`src/rtl/phy_mgmt_pkg.sv`:
```
// Shared constants for the PHY management register block.
// Assumes a 5-bit register address space and 16-bit registers.
package phy_mgmt_pkg;
    localparam int ADDR_W = 5;
    localparam int DATA_W = 16;
    localparam int NUM_EV = 8;
    localparam int AMP_W  = 2;

    localparam logic [ADDR_W-1:0] ADDR_IRQ  = 5'h11;
    localparam logic [ADDR_W-1:0] ADDR_DIAG = 5'h12;
    localparam logic [ADDR_W-1:0] ADDR_XCVR = 5'h13;

    // Status bit positions within the interrupt word
    localparam int EV_ANEG_DONE = 0;
    localparam int EV_RFAULT    = 1;
    localparam int EV_LINK_DOWN = 2;
    localparam int EV_LP_ACK    = 3;
    localparam int EV_PD_FAULT  = 4;
    localparam int EV_PAGE_RX   = 5;
    localparam int EV_RX_ERR    = 6;
    localparam int EV_JABBER    = 7;
endpackage

```
`src/rtl/link_fall_det.sv`:
```
// Detects a high-to-low transition of the link status level.
// Assumes link_ok is synchronous to clk. Reset value "down" means
// a link that is down from reset produces no event.
module link_fall_det (
    input  logic clk,
    input  logic rst_n,
    input  logic link_ok,
    output logic link_fall
);
    logic link_q;

    // Hold the previous link level
    always_ff @(posedge clk) begin
        if (!rst_n) link_q <= 1'b0;
        else        link_q <= link_ok;
    end

    // Fall = was OK, now not OK
    always_comb link_fall = link_q & ~link_ok;
endmodule

```
`src/rtl/irq_status_reg.sv`:
```
// Sticky event status with paired enables and combined interrupt.
// Assumes ev_set are one-cycle pulses; rd_hit clears only bits that
// were set at read time, and a same-cycle event wins over the clear.
module irq_status_reg #(
    parameter int N = 8
) (
    input  logic         clk,
    input  logic         rst_n,
    input  logic [N-1:0] ev_set,
    input  logic         rd_hit,
    input  logic         wr_hit,
    input  logic [N-1:0] wr_en,
    output logic [N-1:0] stat_q,
    output logic [N-1:0] en_q,
    output logic         irq
);
    logic [N-1:0] clr_mask;

    // Bits to clear are those being returned by this read
    always_comb clr_mask = rd_hit ? stat_q : '0;

    // Status: keep, clear what was read, then OR in new events
    always_ff @(posedge clk) begin
        if (!rst_n) stat_q <= '0;
        else        stat_q <= (stat_q & ~clr_mask) | ev_set;
    end

    // Enables: plain write-only-on-hit storage
    always_ff @(posedge clk) begin
        if (!rst_n)      en_q <= '0;
        else if (wr_hit) en_q <= wr_en;
    end

    // Interrupt: any enabled pending event
    always_comb irq = |(stat_q & en_q);
endmodule

```
`src/rtl/diag_reg.sv`:
```
// Auto-negotiation diagnostic word: sticky failure flag plus live levels.
// Assumes fail_pulse is a one-cycle pulse; a pulse during the clearing
// read keeps the flag set.
module diag_reg #(
    parameter int DW = 16,
    parameter int FAIL_BIT = 12,
    parameter int LIVE_LSB = 8,
    parameter int LIVE_W = 4
) (
    input  logic              clk,
    input  logic              rst_n,
    input  logic              fail_pulse,
    input  logic              rd_hit,
    input  logic [LIVE_W-1:0] live,
    output logic [DW-1:0]     word
);
    logic fail_q;

    // Failure flag: set on pulse, cleared by read
    always_ff @(posedge clk) begin
        if (!rst_n) fail_q <= 1'b0;
        else        fail_q <= (fail_q & ~rd_hit) | fail_pulse;
    end

    // Assemble the word; unused positions are zero
    always_comb begin
        word = '0;
        word[FAIL_BIT] = fail_q;
        word[LIVE_LSB +: LIVE_W] = live;
    end
endmodule

```
`src/rtl/xcvr_ctrl_reg.sv`:
```
// Transmit amplitude code register, placed in the top bits of the word.
// Assumes writes are full-word; only the amplitude field is kept.
module xcvr_ctrl_reg #(
    parameter int DW = 16,
    parameter int AMP_W = 2,
    parameter logic [AMP_W-1:0] AMP_RST = 2'd1
) (
    input  logic          clk,
    input  logic          rst_n,
    input  logic          wr_hit,
    input  logic [DW-1:0] wdata,
    output logic [DW-1:0] word
);
    localparam int AMP_LSB = DW - AMP_W;
    logic [AMP_W-1:0] amp_q;

    // Amplitude code storage
    always_ff @(posedge clk) begin
        if (!rst_n)      amp_q <= AMP_RST;
        else if (wr_hit) amp_q <= wdata[AMP_LSB +: AMP_W];
    end

    // Remaining bits read as zero
    always_comb word = {amp_q, {AMP_LSB{1'b0}}};
endmodule

```
`src/rtl/phy_mgmt_regs.sv`:
```
// PHY management registers: interrupt control/status, diagnostic and
// transceiver control, behind a single-cycle read/write port.
// Assumes all inputs are synchronous to clk; read data is combinational
// and clear-on-read takes effect at the edge ending the read cycle.
module phy_mgmt_regs
    import phy_mgmt_pkg::*;
(
    input  logic              clk,
    input  logic              rst_n,
    input  logic [ADDR_W-1:0] mgmt_addr,
    input  logic              mgmt_rd,
    input  logic              mgmt_wr,
    input  logic [DATA_W-1:0] mgmt_wdata,
    output logic [DATA_W-1:0] mgmt_rdata,
    input  logic              ev_jabber,
    input  logic              ev_rx_err,
    input  logic              ev_page_rx,
    input  logic              ev_pd_fault,
    input  logic              ev_lp_ack,
    input  logic              ev_rfault,
    input  logic              ev_aneg_done,
    input  logic              link_ok,
    input  logic              aneg_fail,
    input  logic              st_full_duplex,
    input  logic              st_rate_100,
    input  logic              st_rx_signal,
    input  logic              st_rx_lock,
    output logic              phy_irq
);
    logic              sel_irq, sel_diag, sel_xcvr;
    logic              link_fall;
    logic [NUM_EV-1:0] ev_vec;
    logic [NUM_EV-1:0] irq_stat, irq_en;
    logic [DATA_W-1:0] diag_word, xcvr_word;

    // Address decode
    always_comb begin
        sel_irq  = (mgmt_addr == ADDR_IRQ);
        sel_diag = (mgmt_addr == ADDR_DIAG);
        sel_xcvr = (mgmt_addr == ADDR_XCVR);
    end

    link_fall_det u_link (
        .clk       (clk),
        .rst_n     (rst_n),
        .link_ok   (link_ok),
        .link_fall (link_fall)
    );

    // Gather event sources in status-bit order
    always_comb begin
        ev_vec = '0;
        ev_vec[EV_ANEG_DONE] = ev_aneg_done;
        ev_vec[EV_RFAULT]    = ev_rfault;
        ev_vec[EV_LINK_DOWN] = link_fall;
        ev_vec[EV_LP_ACK]    = ev_lp_ack;
        ev_vec[EV_PD_FAULT]  = ev_pd_fault;
        ev_vec[EV_PAGE_RX]   = ev_page_rx;
        ev_vec[EV_RX_ERR]    = ev_rx_err;
        ev_vec[EV_JABBER]    = ev_jabber;
    end

    irq_status_reg #(.N(NUM_EV)) u_irq (
        .clk    (clk),
        .rst_n  (rst_n),
        .ev_set (ev_vec),
        .rd_hit (mgmt_rd & sel_irq),
        .wr_hit (mgmt_wr & sel_irq),
        .wr_en  (mgmt_wdata[DATA_W-1 -: NUM_EV]),
        .stat_q (irq_stat),
        .en_q   (irq_en),
        .irq    (phy_irq)
    );

    diag_reg #(.DW(DATA_W), .FAIL_BIT(12), .LIVE_LSB(8), .LIVE_W(4)) u_diag (
        .clk        (clk),
        .rst_n      (rst_n),
        .fail_pulse (aneg_fail),
        .rd_hit     (mgmt_rd & sel_diag),
        .live       ({st_full_duplex, st_rate_100, st_rx_signal, st_rx_lock}),
        .word       (diag_word)
    );

    xcvr_ctrl_reg #(.DW(DATA_W), .AMP_W(AMP_W), .AMP_RST(2'd1)) u_xcvr (
        .clk    (clk),
        .rst_n  (rst_n),
        .wr_hit (mgmt_wr & sel_xcvr),
        .wdata  (mgmt_wdata),
        .word   (xcvr_word)
    );

    // Read mux; unmapped addresses return zero
    always_comb begin
        mgmt_rdata = '0;
        if (sel_irq)  mgmt_rdata = {irq_en, irq_stat};
        if (sel_diag) mgmt_rdata = diag_word;
        if (sel_xcvr) mgmt_rdata = xcvr_word;
    end
endmodule

```
`config.mk`:
```
export PLATFORM = sky130hd
export DESIGN_NAME = phy_mgmt_regs
export DESIGN_NICKNAME = d
export VERILOG_FILES = /design/src/rtl/phy_mgmt_pkg.sv /design/src/rtl/link_fall_det.sv /design/src/rtl/irq_status_reg.sv /design/src/rtl/diag_reg.sv /design/src/rtl/xcvr_ctrl_reg.sv /design/src/rtl/phy_mgmt_regs.sv
export SDC_FILE = /design/constraint.sdc
export NUM_CORES = 1
export LEC_CHECK = 0
export CAP_MARGIN = 20
export CORE_ASPECT_RATIO = 0.7
export CORE_MARGIN = 5
export CORE_UTILIZATION = 42
export CTS_BUF_LIST = sky130_fd_sc_hd__clkbuf_2
export DETAILED_ROUTE_END_ITERATION = 6
export PLACE_DENSITY = 0.79
export SYNTH_ARGS = -nofsm -noshare
export SYNTH_HDL_FRONTEND = slang
export SYNTH_HIERARCHICAL = 1
export SYNTH_SLANG_ARGS = --single-unit
```
`constraint.sdc`:
```
create_clock -name clk -period 1.2 [get_ports clk]
set_input_delay 0.12 -clock clk [delete_from_list [all_inputs] [get_ports clk]]
set_output_delay 0.12 -clock clk [all_outputs]
set_load 0.005 [all_outputs]
```
* After elaboration in Yosys (flattened, before gate mapping)
Index checks and enable logic that the tools add are counted. W data, S select, Z words.
Storage, ports and cells: input bits 38, logic and storage cells 26, flip-flop bits (word level) 20, output and inout port bits 17
Operators by class: bitwise operators 13, muxes and demuxes 4, reductions and logical operators 1, equality and inequality tests 3
Operators with widths (count):
- $mux W16 | 3
- $and A8 B8 Y8 | 2
- $eq A5 B5 Y1 const B | 3
- $mux W8 | 1
- $not A8 Y8 | 1
- $or A8 B8 Y8 | 1
- $reduce_or A8 Y1 | 1
- $and A1 B1 Y1 | 6
- $not A1 Y1 | 2
- $or A1 B1 Y1 | 1

* Logic depth before layout (Yosys ltp)
Gate-level depths: netlist of run 1.
word-level depth 6, mapped depth 6, gate-level depth less buffers 4

* Hierarchy
Netlist of run 1, hierarchy kept.
Modules (own cells, without submodules):
- irq_status_reg | area each 615.6 um^2, cells each 55, seq. area each 320.3 um^2, instances 1
- phy_mgmt_regs | area each 541.8 um^2, cells each 65, seq. area each 0.0 um^2, instances 1
- xcvr_ctrl_reg | area each 178.9 um^2, cells each 21, seq. area each 40.0 um^2, instances 1
- diag_reg | area each 165.2 um^2, cells each 20, seq. area each 20.0 um^2, instances 1
- link_fall_det | area each 36.3 um^2, cells each 3, seq. area each 20.0 um^2, instances 1

* Least setup slack after synthesis of run 1
OpenSTA, ideal clock, no wires.
path type in2reg, start input mgmt_addr[3], end register u_diag.fail_q, stages on the path 6, data arrival time 1182 ps, path buffers 2, required time 1085 ps, library setup time 115 ps, slack -97 ps, cell sequence or3b_1 > buf_6 > buf_12 > nor3_2 > nor2b_4 > o21a_1
Between the ends: longest elaborated chain between the ends 5
Ends and longest elaborated chain:
- from (decl) | line phy_mgmt_regs.sv:10 | input logic [ADDR_W-1:0] mgmt_addr,
- $eq A5 B5 Y1 | line phy_mgmt_regs.sv:39 | sel_diag = (mgmt_addr == ADDR_DIAG);
- $and A1 B1 Y1 | line phy_mgmt_regs.sv:79 | .rd_hit (mgmt_rd & sel_diag),
- $not A1 Y1 | line diag_reg.sv:22 | else fail_q <= (fail_q & ~rd_hit) | fail_pulse;
- $and A1 B1 Y1 | line diag_reg.sv:22
- $or A1 B1 Y1 | line diag_reg.sv:22
- to (signal assigned) | line diag_reg.sv:22
- to (decl) | line diag_reg.sv:17 | logic fail_q;
Every way passes these cells. A chain may end at the register's enable or synchronous reset.

* Worst setup path after layout of run 1
start input mgmt_addr[3], end output mgmt_rdata[11]
Between the ends: longest elaborated chain between the ends 4, elaborated cells on any way between the ends 6, those cells by class eq/ne (3); mux (3)
Ends and longest elaborated chain:
- $eq A5 B5 Y1 | line phy_mgmt_regs.sv:38 | sel_irq = (mgmt_addr == ADDR_IRQ);
- $mux W16 | line phy_mgmt_regs.sv:95 | if (sel_irq) mgmt_rdata = {irq_en, irq_stat};
- $mux W16 | line phy_mgmt_regs.sv:96 | if (sel_diag) mgmt_rdata = diag_word;
- $mux W16 (*) | line phy_mgmt_regs.sv:97 | if (sel_xcvr) mgmt_rdata = xcvr_word;
- to (decl) | line phy_mgmt_regs.sv:14 | output logic [DATA_W-1:0] mgmt_rdata,
Mark *: on every way between the ends. The rest lies on a longest branch, timed or not.

==> flow_metrics.tcl, run 1 <==
set metrics [dict create \
    yosys.area.top_type "dfxtp_1" \
    max_stage_delay_ns 0.40 \
    path_cells "buf_6 > or3b_4 > buf_6 > buf_8 > a211oi_2 > buf_2" \
    rsz0062_at_grt "yes" \
    critPathMaxFanout 8 \
    synth_edf_count 0 \
    cts_buffers 3 \
    violations "setup timing" \
    io_pins 55 \
    leakage_nw 0.897 \
    cp.arrival_ns 1.22 \
    dp_hpwl_um 2630 \
    cts_hold_buf 0 \
    insertion_delay_ns 0.30 \
    finalHoldViolations 0 \
    pwr_density_cell_nw_per_um2 655 \
    slowest_stage "or3b_4" \
    ys.flop_type "dfxtp_1" \
    crit_top_cell "buf_6" \
    die_y_um 60.6 \
    cap_violations 0 \
    routabilityCongestion 0.829 \
    synth_area_leaders "dfxtp_1 26%, mux2i_1 17%, buf_4 16%, a211oi_2 7.3%, nor2b_1 6.9%" \
    r2r_cells 3 \
    remaining_drc_errors 0 \
    synth.distinct_cells 24 \
    seqCellArea_um2 435 \
    grt_pass1_vias 1269 \
    drive_gt1_share_pct 45.7 \
    ys_ff_latch 20 \
    avgSynthCellArea_um2 9.38 \
    cts.sinks 20 \
    grt_max_degree 20 \
    gr-usage-all-layers_pct 16.7 \
    status "finished, violations left" \
    core_um2 3540 \
    start_util_pct 43.5 \
    grt_overflow 0 \
    path_class "input pin to primary output" \
    first_pass_iters 4 \
    yosysMostFrequentCell "buf_4" \
    antenna_found_initial 0 \
    htree_levels 1 \
    post_drt_wl_per_cell_um 15.2 \
    path_clk_slew_ns 0.21 \
    drt_iter0_markers 67 \
    cts_tree "done" \
    dieArea_um2 4990 \
    crit_path_end "mgmt_rdata[11]" \
    post-route-min-period_ns 1.34 \
    nFillCells 294 \
    yosysWarnings 6 \
    grt_pass1_wl_um 6180 \
    synth_top_area_share_pct 26.0 \
    diodes 0 \
    finClkSkew_ns 0.000126 \
    cp.required_ns 1.08 \
    vdd_drop_max_mv 0.588 \
    synthArstFlopShare_pct 0 \
    finalCritPeriodShare_pct 111 \
    rows 18 \
    worst_slack_ns -0.137 \
    synthCells 164 \
    syn_area_um2 1540 \
    wl_um 4120 \
    postRouteAntennaNets 0 \
    startpoint_type "input pin" \
    fin_util_pct 62.5 \
    worstSetupEndpointType "primary output" \
    seq_area_frac_synth_pct 26.0 \
    r2r-start "u_irq/stat_q[7]$_SDFF_PN0_" \
    reg2reg_slack_ns 0.36 \
    setup_viol 17 \
    place.port_buffers 46 \
    route.detailed.vias_per_inst 4.78 \
    slew_viol_final 0 \
    crit_path_start "mgmt_addr[3]" \
    nNetsFinal 260 \
    fin_setup_tns_ns -1.42 \
    timing.rr.end "u_irq/stat_q[7]$_SDFF_PN0_" \
    synthTopCellsByCount "32 x buf_4, 26 x mux2i_1, 20 x dfxtp_1" \
    fmax_ghz 0.748 \
    timing.hold.worst.class "input pin to register" \
    multi_input_area_um2 1010 \
    clockBufferDepth 2 \
    cts_root_buf "clkbuf_2" \
    vias 1295 \
    area_growth_syn_to_layout_pct 43.7 \
    fp.dieW_um 82.3 \
]
==> cell families after synthesis <==
| family | count (synthesis) | share of synthesized area (%) |
|---|---|---|
| compound gates | 45 | 22.3 |
| other cells | 2 | 0.488 |
| buf+inv | 42 | 20.9 |
| simple gates | 29 | 13.3 |
| flops | 20 | 26.0 |
| mux | 26 | 16.9 |
==> state kept, by name (all words and copies together) (netlist names) <==
register       cells
u_link/link_q      1
u_xcvr/amp_q       2
u_irq/en_q         8
u_diag/fail_q      1
u_irq/stat_q       8
==> critical path, delay by kind of cell <==
family | cells | cell delay, ns
buffers and inverters | 4 | 0.52
AND/OR/NAND/NOR | 1 | 0.40
AO/OA/AOI/OAI | 1 | 0.19
==> metrics by stage <==
step | cells | power, mW | instance area [µm²] | hold slack (ns) | setup slack (ns)
final | 271 | 1.45 | 2210 | 0.361 | -0.137
after global routing | 271 | 1.51 | 2210 | 0.350 | -0.212
after CTS | 270 | 1.44 | 2180 | 0.334 | -0.168
after detailed placement | 258 | 1.10 | 2010 | 0.509 | -0.832
after global placement | 258 | 1.10 | 2010 | 0.498 | -0.775
after floorplan | 187 | 0.980 | 1630 | 0.182 | -0.0217
==> worst min-delay path by stage <==
stage | startpoint | cells past startpoint | end
3_5_place_dp | u_xcvr/amp_q[1]$_SDFFE_PN0P_ | 2 | u_xcvr/amp_q[1]$_SDFFE_PN0P_
6_report | mgmt_addr[3] | 5 | u_xcvr/amp_q[0]$_SDFFE_PN1P_
3_3_place_gp | u_xcvr/amp_q[1]$_SDFFE_PN0P_ | 2 | u_xcvr/amp_q[1]$_SDFFE_PN0P_
4_1_cts | mgmt_addr[2] | 5 | u_xcvr/amp_q[0]$_SDFFE_PN1P_
5_1_grt | mgmt_addr[2] | 5 | u_xcvr/amp_q[0]$_SDFFE_PN1P_
2_1_floorplan | rst_n | 1 | u_xcvr/amp_q[0]$_SDFFE_PN1P_
==> cell type report <==
cell class	instances	area share (%)
multi-input cells	125	45.8
repair buffers	72	30.8
well taps	50	2.83
flip-flops and latches	20	19.7
clock buffers	3	0.680
clock inverters	1	0.170
==> where the power goes <==
part	total (mW)	leakage, nW	internal, mW	switching [mW]
logic	0.456	0.711	0.267	0.189
clock network	0.283	0.0140	0.0724	0.210
registers	0.710	0.172	0.685	0.0246
==> what timing repair did <==
item,in CTS,in global routing
buffers inserted,6,2
endpoints found under the setup margin,34,17
resized for setup,127,14
gates cloned,2,0
pin swaps,11,15
==> placed cells by master, fill, tap and decap left out, drive strengths merged <==
cell type	n
nand4	1
and4b	2
a22oi	4
conb	25
dlygate4sd2	1
or3b	1
clkbuf	3
buf	45
o21a	9
clkdlybuf4s50	24
mux2i	26
and4	1
and2	1
nor3b	1
nor2b	18
clkdlybuf4s15	1
and2b	1
nand2	2
bufbuf	1
a211oi	16
dfxtp	20
a21oi	16
nor3	1
clkinv	1
==> layer usage <==
metal	up-vias	GRT usage [%]	wire (µm)
met5	-	0	0
met2	52	28.0	1990
li1	645	-	-
met3	4	4.30	303
met4	0	3.79	15
met1	594	21.9	1810
Power figures use the tool's default switching activity.
==> run 2, diff against run 1 <==
==> constraint.sdc (replaced) <==
create_clock -name clk -period 1.2 [get_ports clk]
set_input_delay 0.24 -clock clk [delete_from_list [all_inputs] [get_ports clk]]
set_output_delay 0.24 -clock clk [all_outputs]
set_load 0.005 [all_outputs]
==> run 2 against run 1 <==
Compared with the run above: sequential share of layout area down 0.78 points; largest power group unchanged; design area shrank 0.96%; maximum frequency down 12%; clock skew increased by 0.0081 ns; the flow still finishes with violations (setup timing); clock power fell by 7%; worst setup slack worse by 0.18 ns.
==> flow_metrics.tcl, run 2 (synthesized netlist as in run 1, its figures left out) <==
set metrics [dict create \
    status "finished, violations left" \
    violations "setup timing" \
    critPathMaxFanout 8 \
    power_frac_comb_pct 31.4 \
    clockBufferDepth 2 \
    dieArea_um2 4990 \
    p_sw_share_pct 27.9 \
    finClkSkew_ns 0.00820 \
    nNetsFinal 260 \
    fp.dieW_um 82.3 \
    switching_power_mw 0.398 \
    clkPwrFrac_pct 18.5 \
    final_area_um2 2190 \
    cp.arrival_ns 1.28 \
    largestRegisters "u_irq/en_q x8, u_irq/stat_q x8, u_xcvr/amp_q x2" \
    cts_tree "done" \
    pwr_density_cell_nw_per_um2 651 \
    setup_viol 18 \
    layout.cells.non_filler 271 \
    worst_slack_ns -0.318 \
    p_int_mw 1.03 \
    post-route-min-period_ns 1.52 \
    worst_hold_slack_ns 0.518 \
    grt_overflow 0 \
    dp.cells 259 \
    cts_hold_buf 0 \
    core_um2 3540 \
    dp_hpwl_um 2660 \
    htree_levels 1 \
    routabilityCongestion 0.835 \
    layout_commonest_cell "conb_1" \
    timing.hold.worst.class "input pin to register" \
    cts.sinks 20 \
    p_total_mw 1.42 \
    worstSetupEndpointType "primary output" \
    gr-usage-all-layers_pct 16.5 \
    crit_path_start "mgmt_addr[3]" \
    finalCritPeriodShare_pct 127 \
    r2r-start "u_irq/stat_q[2]$_SDFF_PN0_" \
    fmax_ghz 0.659 \
    post_drt_wl_per_cell_um 14.6 \
    grt_pass1_wl_um 6210 \
    route.detailed.vias_per_inst 4.67 \
    leakage_nw 0.920 \
    drive_gt1_share_pct 41.2 \
    min_from "aneg_fail" \
    path_clk_slew_ns 0.18 \
    vias 1265 \
    power.share.sequential_pct 50.1 \
    die_y_um 60.6 \
    cts_buffers 3 \
    place.port_buffers 46 \
    io_pins 55 \
    rows 18 \
    final_cell_mix "25 x conb_1, 24 x clkdlybuf4s50_1, 20 x mux2i_1" \
    first_pass_iters 4 \
    rsz0062_at_grt "yes" \
    antenna_found_initial 0 \
    slew_viol_final 0 \
    cts_root_buf "clkbuf_2" \
    grt_max_degree 19 \
    vdd_drop_max_mv 0.424 \
    dpl-instance-area_um2 2020 \
    diodes 0 \
    wl_um 3950 \
    postRouteAntennaNets 0 \
    insertion_delay_ns 0.30 \
    grt_pass1_vias 1273 \
    cp.required_ns 0.96 \
    area_growth_syn_to_layout_pct 42.3 \
    startpoint_type "input pin" \
    start_util_pct 43.5 \
    path_class "input pin to primary output" \
    finalHoldViolations 0 \
    cap_violations 0 \
    drt_iter0_markers 66 \
    remaining_drc_errors 0 \
]
[run 2: worst max-delay path, stage by stage]
cell      delay [ns]
buf_6           0.09
or3b_4          0.46
buf_16          0.18
a211oi_2        0.15
buf_2           0.15
[run 2: what timing repair did]
| item | in CTS | in global routing |
|---|---|---|
| setup buffers | 4 | 0 |
| gates cloned | 4 | 0 |
| pin swaps | 7 | 7 |
| resized for setup | 111 | 11 |
| endpoints found under the setup margin | 36 | 23 |
[run 2: cell type report]
cell class / instances / area [µm²]
Sequential cell: 20 / 414
Multi-Input combinational cell: 125 / 986
Tap cell: 50 / 62.6
Clock inverter: 1 / 3.75
Clock buffer: 3 / 15.0
Timing Repair Buffer: 72 / 707
Fill cell: 322 / 1350
[run 2: metrics by stage]
stage | util [%] | setup WS (ns) | setup TNS [ns]
6_report | 61.9 | -0.318 | -4.76
5_1_grt | 61.9 | -0.342 | -5.39
4_1_cts | 60.9 | -0.358 | -4.93
3_5_place_dp | 57.0 | -1.08 | -27.58
3_3_place_gp | 57.0 | -1.00 | -26.37
2_1_floorplan | - | -0.142 | -1.04
[run 2: worst paths after layout]
kind                                  end  slack (ns)  cells past startpoint
max                        mgmt_rdata[14]       -0.32                      5
min reg2reg  u_xcvr/amp_q[0]$_SDFFE_PN1P_        0.52                      2
min              u_diag/fail_q$_SDFF_PN0_        0.52                      2
max reg2reg    u_irq/stat_q[2]$_SDFF_PN0_        0.35                      3
[run 2: metal layers]
metal  vias to the layer above  part of all wire, %  GRT usage [%]
met5                         -                    0              0
met4                         0                  1.3           6.16
met3                         6                  8.4           4.01
met2                        44                   43           24.2
met1                       569                   47           23.4
li1                        646                    -              -
[run 2: power by group through the flow]
| stage | combinational (mW) | sequential (mW) | clock (mW) |
|---|---|---|---|
| 2_1_floorplan | 0.275 | 0.716 | 0 |
| 3_3_place_gp | 0.372 | 0.722 | 0 |
| 3_5_place_dp | 0.375 | 0.724 | 0 |
| 4_1_cts | 0.434 | 0.713 | 0.277 |
| 5_1_grt | 0.480 | 0.717 | 0.297 |
| 6_report | 0.447 | 0.713 | 0.264 |
==> run 3, diff against run 2 <==
Settings changed: CORE_ASPECT_RATIO 0.7 to 1.1, SKIP_CTS_REPAIR_TIMING from default to 1.
==> run 3 against run 2 <==
Compared with the run above: the flow still finishes with violations (setup timing); flip-flop and latch count is the same; via count fell by 4.1%; hold slack worse by 0.026 ns; global-route usage decreased by 3.6 points; maximum frequency fell by 1.1%; register-to-register slack is essentially flat; critical path depth stayed put; utilization is 2.9 points lower; first-iteration DRC count fell by 9.1%; cell count is 3.0% lower; die area fell by 0.36%; non-clock buffer count is 7 lower; largest power group unchanged.
==> flow_metrics.tcl, run 3 (synthesized netlist as in run 1, its figures left out) <==
set metrics [dict create \
    status "finished, violations left" \
    violations "setup timing" \
    route.detailed.vias_per_inst 4.61 \
    crit_buf_inv 3 \
    core_um2 3600 \
    rsz0062_at_grt "yes" \
    path_class "input pin to primary output" \
    finalCritPeriodShare_pct 128 \
    p_total_mw 1.38 \
    cp.depth 5 \
    critPathMaxFanout 8 \
    drt_iter0_markers 60 \
    grt_pass1_vias 1066 \
    max_stage_delay_ns 0.44 \
    vdd_drop_max_mv 0.530 \
    dp.cells 253 \
    cp.required_ns 0.96 \
    start_util_pct 42.7 \
    rows 23 \
    post-route-min-period_ns 1.54 \
    layout.cells.non_filler 263 \
    grt_max_degree 34 \
    vias 1213 \
    routabilityCongestion 0.774 \
    cts.sinks 20 \
    dp_hpwl_um 2560 \
    path_clk_slew_ns 0.17 \
    fp.dieW_um 67.7 \
    hold_path_depth 5 \
    insertion_delay_ns 0.30 \
    grt_overflow 0 \
    setup_viol 18 \
    largestRegisters "u_irq/en_q x8, u_irq/stat_q x8, u_xcvr/amp_q x2" \
    cts_root_buf "clkbuf_2" \
    diodes 0 \
    worstSetupEndpointType "primary output" \
    cap_violations 0 \
    worst_slack_ns -0.336 \
    layout_commonest_cell "conb_1" \
    pre_cts_ws_ns -1.08 \
    fin_setup_tns_ns -4.59 \
    area_growth_syn_to_layout_pct 38.0 \
    grt_pass1_wl_um 4890 \
    multi_input_area_um2 990 \
    cp.arrival_ns 1.30 \
    finClkSkew_ns 0.00104 \
    finalHoldViolations 0 \
    cts_tree "done" \
    wl_um 3640 \
    cts_buffers 3 \
    slowest_stage "or3b_4" \
    io_pins 55 \
    r2r_cells 4 \
    startpoint_type "input pin" \
    post_drt_wl_per_cell_um 13.8 \
    crit_family "simple AND/OR/NAND/NOR gates" \
    place.port_buffers 46 \
    first_pass_iters 4 \
    path_cells "buf_6 > or3b_4 > clkbuf_16 > a211oi_4 > clkbuf_2" \
    clockBufferDepth 2 \
    antenna_found_initial 0 \
    drive_gt1_share_pct 38.5 \
    nFillCells 306 \
    pwr_density_cell_nw_per_um2 653 \
    seqCellArea_um2 413 \
    postRouteAntennaNets 0 \
    htree_levels 1 \
    nNetsFinal 253 \
    remaining_drc_errors 0 \
    leakage_nw 0.886 \
    fmax_ghz 0.651 \
    dieArea_um2 4970 \
    gr-usage-all-layers_pct 12.9 \
    final_cell_mix "25 x conb_1, 24 x clkdlybuf4s50_1, 19 x mux2i_1" \
    slew_viol_final 0 \
    die_y_um 73.5 \
    timing.hold.worst.class "input pin to register" \
]
[run 3: area by class of cell]
cell class | instances | share of cell area (%)
timing repair buffer | 65 | 30.2
sequential | 20 | 19.5
clock buffer | 3 | 0.708
tap | 50 | 2.95
multi-input combinational | 125 | 46.6
[run 3: path summary, 6_finish.rpt]
path	from	end	slack (ns)
setup / recovery	mgmt_addr[2]	mgmt_rdata[4]	-0.34
hold / removal	mgmt_addr[2]	u_xcvr/amp_q[0]$_SDFFE_PN1P_	0.49
setup reg to reg	u_irq/en_q[7]$_SDFFE_PN0P_	u_irq/en_q[7]$_SDFFE_PN0P_	0.36
hold reg to reg	u_xcvr/amp_q[0]$_SDFFE_PN1P_	u_xcvr/amp_q[0]$_SDFFE_PN1P_	0.50
[run 3: per-stage QoR]
stage / area (µm²) / util (%) / hold WS, ns
floorplan: 1660 / - / 0.302
global placement: 1970 / 54.8 / 0.453
detailed placement: 1970 / 54.8 / 0.465
CTS: 1990 / 55.2 / 0.504
global route: 2120 / 59.0 / 0.493
finish: 2120 / 59.0 / 0.492
[run 3: worst min-delay path: stages]
cell and delay [ns]:
buf_6 0.07, nor3b_1 0.06, and4_1 0.23, mux2i_1 0.12, nand2_1 0.06
[run 3: metal layers]
layer	vias up	GRT usage (%)	routed length [µm]
li1	631	-	-
met5	-	0	0
met2	21	21.4	1920
met4	0	4.05	10
met3	2	1.99	152
met1	559	16.8	1560
[run 3: power by group]
group | internal, mW | switching (mW)
logic | 0.242 | 0.171
registers | 0.692 | 0.0249
clock network | 0.0682 | 0.187
total | 1.00 | 0.383
